[config.mk]
export PLATFORM = sky130hd
export DESIGN_NAME = kpd_scanner
export DESIGN_NICKNAME = d
export VERILOG_FILES = /design/src/rtl/kpd_pkg.sv /design/src/rtl/kpd_col_sync.sv /design/src/rtl/kpd_row_drv.sv /design/src/rtl/kpd_ctrl.sv /design/src/rtl/kpd_scanner.sv
export SDC_FILE = /design/constraint.sdc
export NUM_CORES = 1
export LEC_CHECK = 0
export ABC_AREA = 0
export BUFFER_PORTS_ARGS = -buffer_cell sky130_fd_sc_hd__clkbuf_2
export CORE_MARGIN = 10
export CORE_UTILIZATION = 45
export DETAILED_ROUTE_END_ITERATION = 8
export SETUP_SLACK_MARGIN = 0.02
export SLEW_MARGIN = 20
export SYNTH_ARGS = -nofsm -noshare
export SYNTH_HDL_FRONTEND = slang
export SYNTH_SLANG_ARGS = --single-unit
export TNS_END_PERCENT = 10
[constraint.sdc]
create_clock -name clk -period 2.3 [get_ports clk]
set_input_delay 0.345 -clock clk [delete_from_list [all_inputs] [get_ports clk]]
set_output_delay 0.345 -clock clk [all_outputs]
set_load 0.02 [all_outputs]
[src/rtl/kpd_pkg.sv]
package kpd_pkg;

    localparam int SYNC_STAGES = 2;

    typedef enum logic [1:0] {
        ST_DETECT  = 2'd0,
        ST_LOCATE  = 2'd1,
        ST_RELEASE = 2'd2
    } scan_state_e;

    // Index width for n items, never below one bit
    function automatic int idx_w(input int n);
        return (n <= 1) ? 1 : $clog2(n);
    endfunction

    // Flat key number from row and column
    function automatic int flat_index(input int r, input int c, input int ncols);
        return r * ncols + c;
    endfunction

endpackage

[src/rtl/kpd_col_sync.sv]
module kpd_col_sync
    import kpd_pkg::*;
#(
    parameter int W      = 4,
    parameter int STAGES = SYNC_STAGES
) (
    input  logic         clk,
    input  logic         rst,
    input  logic [W-1:0] d_i,
    output logic [W-1:0] q_o
);

    logic [STAGES-1:0][W-1:0] stage_q;

    always_ff @(posedge clk) begin
        if (rst) begin
            stage_q <= '1;
        end else begin
            stage_q[0] <= d_i;
            for (int i = 1; i < STAGES; i++) begin
                stage_q[i] <= stage_q[i-1];
            end
        end
    end

    assign q_o = stage_q[STAGES-1];

endmodule

[src/rtl/kpd_row_drv.sv]
module kpd_row_drv
    import kpd_pkg::*;
#(
    parameter int ROWS = 4,
    localparam int RW  = idx_w(ROWS)
) (
    input  logic            all_low_i,
    input  logic [RW-1:0]   row_sel_i,
    output logic [ROWS-1:0] row_n_o
);

    genvar g;
    generate
        for (g = 0; g < ROWS; g++) begin : g_row
            assign row_n_o[g] = !(all_low_i || (row_sel_i == RW'(g)));
        end
    endgenerate

endmodule

[src/rtl/kpd_ctrl.sv]
module kpd_ctrl
    import kpd_pkg::*;
#(
    parameter int ROWS     = 4,
    parameter int COLS     = 4,
    parameter int SETTLE   = 4,
    parameter int DEBOUNCE = 3,
    localparam int RW = idx_w(ROWS),
    localparam int CW = idx_w(COLS),
    localparam int KW = idx_w(ROWS * COLS),
    localparam int SW = idx_w(SETTLE),
    localparam int DW = idx_w(DEBOUNCE + 1)
) (
    input  logic            clk,
    input  logic            rst,
    input  logic [COLS-1:0] cs_i,
    output logic            all_low_o,
    output logic [RW-1:0]   row_sel_o,
    output logic            key_valid_o,
    output logic [RW-1:0]   key_row_o,
    output logic [CW-1:0]   key_col_o,
    output logic [KW-1:0]   key_code_o
);

    scan_state_e      state_q;
    logic [SW-1:0]    settle_q;
    logic [DW-1:0]    deb_q;
    logic [DW-1:0]    deb_nxt;
    logic [COLS-1:0]  prev_q;
    logic [CW-1:0]    col_q;
    logic [RW-1:0]    row_q;
    logic [CW-1:0]    lo_idx;
    logic             settled;
    logic             any_low;
    logic             col_hit;

    assign settled = (settle_q == SW'(SETTLE - 1));
    assign any_low = ~&cs_i;
    assign col_hit = !cs_i[col_q];

    // Lowest-index low column wins
    always_comb begin
        lo_idx = '0;
        for (int i = COLS - 1; i >= 0; i--) begin
            if (!cs_i[i]) lo_idx = CW'(i);
        end
    end

    // Consecutive-sample counter for press (detect) or full release
    always_comb begin
        deb_nxt = '0;
        if (state_q == ST_RELEASE) begin
            deb_nxt = any_low ? '0 : deb_q + 1'b1;
        end else if (any_low) begin
            deb_nxt = ((cs_i == prev_q) && (deb_q != '0)) ? deb_q + 1'b1 : DW'(1);
        end
    end

    always_ff @(posedge clk) begin
        if (rst) begin
            state_q    <= ST_DETECT;
            settle_q   <= '0;
            deb_q      <= '0;
            prev_q     <= '1;
            col_q      <= '0;
            row_q      <= '0;
            key_valid_o <= 1'b0;
            key_row_o  <= '0;
            key_col_o  <= '0;
            key_code_o <= '0;
        end else begin
            key_valid_o <= 1'b0;
            if (!settled) settle_q <= settle_q + 1'b1;
            unique case (state_q)
                ST_DETECT: begin
                    if (settled) begin
                        prev_q <= cs_i;
                        deb_q  <= deb_nxt;
                        if (deb_nxt == DW'(DEBOUNCE)) begin
                            col_q    <= lo_idx;
                            row_q    <= '0;
                            deb_q    <= '0;
                            settle_q <= '0;
                            state_q  <= ST_LOCATE;
                        end
                    end
                end
                ST_LOCATE: begin
                    if (settled) begin
                        settle_q <= '0;
                        if (col_hit) begin
                            key_valid_o <= 1'b1;
                            key_row_o   <= row_q;
                            key_col_o   <= col_q;
                            key_code_o  <= KW'(flat_index(int'(row_q), int'(col_q), COLS));
                            state_q     <= ST_RELEASE;
                        end else if (row_q == RW'(ROWS - 1)) begin
                            row_q   <= '0;
                            prev_q  <= '1;
                            state_q <= ST_DETECT;
                        end else begin
                            row_q <= row_q + 1'b1;
                        end
                    end
                end
                ST_RELEASE: begin
                    if (settled) begin
                        deb_q <= deb_nxt;
                        if (deb_nxt == DW'(DEBOUNCE)) begin
                            deb_q    <= '0;
                            prev_q   <= '1;
                            settle_q <= '0;
                            state_q  <= ST_DETECT;
                        end
                    end
                end
                default: state_q <= ST_DETECT;
            endcase
        end
    end

    assign all_low_o = (state_q != ST_LOCATE);
    assign row_sel_o = row_q;

    // the search phase never emits a strobe in the following cycle
    a_r2_idle_quiet: assert property (@(posedge clk) disable iff (rst)
        (state_q == ST_DETECT) |=> !key_valid_o);

    // strobe lasts a single clock
    a_r4_single_pulse: assert property (@(posedge clk) disable iff (rst)
        key_valid_o |=> !key_valid_o);

    // a strobe only follows the single-row phase
    a_r4_from_locate: assert property (@(posedge clk) disable iff (rst)
        key_valid_o |-> ($past(state_q) == ST_LOCATE));

    // reported row lies inside the matrix
    a_r4_row_range: assert property (@(posedge clk) disable iff (rst)
        key_valid_o |-> (int'(key_row_o) < ROWS));

    // no repeat strobe while waiting for release
    a_r6_release_quiet: assert property (@(posedge clk) disable iff (rst)
        ((state_q == ST_RELEASE) && ($past(state_q) == ST_RELEASE)) |-> !key_valid_o);

endmodule

[src/rtl/kpd_scanner.sv]
module kpd_scanner
    import kpd_pkg::*;
#(
    parameter int ROWS     = 4,
    parameter int COLS     = 4,
    parameter int SETTLE   = 4,
    parameter int DEBOUNCE = 3,
    localparam int RW = idx_w(ROWS),
    localparam int CW = idx_w(COLS),
    localparam int KW = idx_w(ROWS * COLS)
) (
    input  logic            clk,
    input  logic            rst,
    input  logic [COLS-1:0] col_n_i,
    output logic [ROWS-1:0] row_n_o,
    output logic            key_valid_o,
    output logic [RW-1:0]   key_row_o,
    output logic [CW-1:0]   key_col_o,
    output logic [KW-1:0]   key_code_o
);

    logic [COLS-1:0] col_s;
    logic            all_low;
    logic [RW-1:0]   row_sel;

    kpd_col_sync #(.W(COLS), .STAGES(SYNC_STAGES)) u_sync (
        .clk (clk),
        .rst (rst),
        .d_i (col_n_i),
        .q_o (col_s)
    );

    kpd_ctrl #(
        .ROWS(ROWS), .COLS(COLS), .SETTLE(SETTLE), .DEBOUNCE(DEBOUNCE)
    ) u_ctrl (
        .clk         (clk),
        .rst         (rst),
        .cs_i        (col_s),
        .all_low_o   (all_low),
        .row_sel_o   (row_sel),
        .key_valid_o (key_valid_o),
        .key_row_o   (key_row_o),
        .key_col_o   (key_col_o),
        .key_code_o  (key_code_o)
    );

    kpd_row_drv #(.ROWS(ROWS)) u_rows (
        .all_low_i (all_low),
        .row_sel_i (row_sel),
        .row_n_o   (row_n_o)
    );

    // rows are all low or exactly one low
    a_r3_rows_legal: assert property (@(posedge clk) disable iff (rst)
        (row_n_o == '0) || ($countones(~row_n_o) == 1));

    // a strobe coincides with the single-row drive being released
    a_r4_one_row_before: assert property (@(posedge clk) disable iff (rst)
        key_valid_o |-> ($countones(~$past(row_n_o)) == 1));

endmodule

==> metrics.txt <==
register area=541 um2; DRT iter0 DRCs=54; final WL=3130 um; outcome=finished, final reports clean; number of CTS-inserted buffers=3; Final HPWL DP=2350 um; Final Wtd Congestion=0.769; core area=3360 um2; most frequent cells in the layout=dfxtp_1 (27), clkbuf_2 (18), nor2_1 (17), ha_1 (12), inv_1 (10); synth top area cells=dfxtp_1 (34%), ha_1 (9.5%), mux2i_1 (5.7%); Least-Margin Pin Slew=0.626 ns; largest net degree at the start of global routing=35; global route overflow=0; CP startpoint kind=flop; CTS tree=done; synth warn=0; RR Endpoint=u_ctrl.prev_q[1]; Leak=0.710 nW; Syn-to-layout area delta=6.54%; compound-cell area share of the yosys netlist=15.8%; Peak VDD IR=0.310 mV; register area share after synthesis=34.0%; H-tree depth=1; PostCTS Resize Cnt=0; die width=79.4 um; Post-Syn Area per Cell=9.13 um2; # Max-Cap Violations=0; worst path required time=2.58 ns; Mapped Cells=174; Syn Nets=192; fraction of final layout cells with drive strength greater than 1=24.3%; Crit Path Class=flop to flop; root buf cell=clkbuf_4; cts hold-fix bufs=0; R2R setup slack=0.25 ns; Max Clock Freq=0.487 GHz; total negative slack=0 ns; final hold vios=0; Critical Path, Cell by Cell=inv_1 > ha_1 > nor2b_1 > nand3_1 > a21o_1 > nor3_4 > mux2i_1; worst hold endpoint=u_sync.stage_q[0]; Clock Skews=0.00226 ns; Synth cell types=48; port buffer count=18; slowest stage delay, CP=0.43 ns; area of the die=6300 um2; WP buf/inv=1; CP top delay family=simple AND/OR/NAND/NOR gates; Avg WL per Cell=13.5 um; first-pass GRT wire length=5260 um; # DRC=0; post-CTS setup repair buffer count=0; vias in the first global route=1201; FF+latch count, synth=27; FP Rows=21; Yosys top cell area share=34.0%; die height=79.4 um; Adder-Cell Fraction of Synth Area=9.46%; clock-pin slew on the worst setup and hold paths=0.15 ns; multi-input logic area=913 um2; main combinational cell family by area after synthesis=simple AND/OR/NAND/NOR gates; Cell Pwr Density=466 nW/um2; Slew HR=58.3%; hold_sp=col_n_i[0]; Simple-Gate Fraction of Synth Area=21.8%; slowest CP cell=dfxtp_1; Worst R2R Path Depth=7; Async SR Flop Fraction=0%; cell taking the most area after synthesis=dfxtp_1; min Tclk post-route=2.05 ns; r2r startpoint=u_ctrl.deb_q[0]; most common cell after layout, fill and taps aside=dfxtp_1; Layout fillers=362; critical-path maximum fanout=5; Vias=1196; initial antenna violation count=0; WHS Path Cells=2; CP Data Arrival Time=2.33 ns; first drt pass iteration count=4; multiplexer area fraction after synthesis=7.80%; Post-DRT Antenna Nets=0; Slew Limit Fails=0; Worst-Skew Late Latency=0.34 ns; min-delay worst type=input port to flop; Synth Flop Type=dfxtp_1; Via density=5.18; Final period util=89.2%; clk sinks=27; Synth Area in XOR/XNOR=2.68%; Total GRT Usage=10.2%; RSZ-0062 raised after global routing=no; Tot Pwr=0.789 mW; mapped cell area=1590 um2; I/O pin total=19; EDFF count, synth=0; fin nets=204; Clock Path Buffers=2; Crit. End Element=flop; Setup Viol. Count Final=0; initial core utilization=47.2%; Antenna diodes=0
[stage by stage]
| stage | cell area (um2) | cells | hold WS, ns | util [%] | worst slack (ns) |
|---|---|---|---|---|---|
| floorplan | 1590 | 174 | 0.389 | - | 0.465 |
| global placement | 1660 | 227 | 0.396 | 49.4 | 0.351 |
| detailed placement | 1660 | 227 | 0.398 | 49.4 | 0.290 |
| CTS | 1690 | 231 | 0.165 | 50.3 | 0.239 |
| global route | 1690 | 231 | 0.168 | 50.3 | 0.0729 |
| finish | 1690 | 231 | 0.170 | 50.3 | 0.247 |
[cell type report]
cell class                 instances  share of cell area, %
multi-input combinational        123                   54.0
sequential                        27                   32.0
timing repair buffer              21                   6.66
tap                               46                   3.40
inverter                          10                   2.22
clock buffer                       3                   1.33
clock inverter                     1                  0.444
[power by group]
| group | internal (mW) | switching (mW) | total (mW) | leakage [nW] |
|---|---|---|---|---|
| registers | 0.480 | 0.0114 | 0.491 | 0.220 |
| clock network | 0.0669 | 0.149 | 0.215 | 0.0139 |
| logic | 0.0375 | 0.0448 | 0.0822 | 0.475 |
| total | 0.584 | 0.205 | 0.789 | 0.710 |
[metal layers]
metal	GRT usage, %	share of wire (%)
met1	10.8	45
met2	18.4	49
met3	2.59	3.6
met4	4.84	1.8
met5	0	0
[cells in the mapped netlist (3+ instances only)]
| cell type | number |
|---|---|
| clkbuf_1 | 5 |
| dfxtp_1 | 27 |
| nor3_1 | 7 |
| buf_4 | 4 |
| nor2_1 | 17 |
| ha_1 | 12 |
| xor2_1 | 3 |
| a21oi_1 | 8 |
| mux2i_1 | 9 |
| nor2b_1 | 7 |
| nand2_1 | 7 |
| o21ai_0 | 5 |
| a211oi_1 | 4 |
| or2_2 | 8 |
| inv_1 | 10 |
| o21a_1 | 3 |
[registers in the layout, indices dropped and copies added, names as in the netlist]
signal,flops
u_ctrl.prev_q,4
u_sync.q_o,4
u_sync.stage_q,4
u_ctrl.key_code_o,3
u_ctrl.col_q,2
u_ctrl.deb_q,2
u_ctrl.row_sel_o,2
u_ctrl.settle_q,2
u_ctrl.state_q,2
u_ctrl.key_row_o,1
u_ctrl.key_valid_o,1
[how the worst max path moves through the flow]
stage,start,end,slack (ns),cells after the start
2_1_floorplan,u_ctrl.state_q[0],u_ctrl.state_q[1],0.47,8
3_3_place_gp,u_ctrl.state_q[0],u_ctrl.state_q[1],0.35,7
3_5_place_dp,u_ctrl.deb_q[0],u_ctrl.prev_q[1],0.29,7
4_1_cts,u_ctrl.deb_q[0],u_ctrl.prev_q[1],0.24,7
5_1_grt,u_ctrl.state_q[0],u_ctrl.state_q[1],0.07,7
6_report,u_ctrl.deb_q[0],u_ctrl.prev_q[1],0.25,7
[cell families after synthesis]
group,after synthesis
buffers and inverters,24
AO/OA/AOI/OAI,34
flip-flops,27
multiplexers,11
AND/OR/NAND/NOR,62
XOR/XNOR,4
adder cells (fa/ha/maj),12
Power figures use the tool's default switching activity.
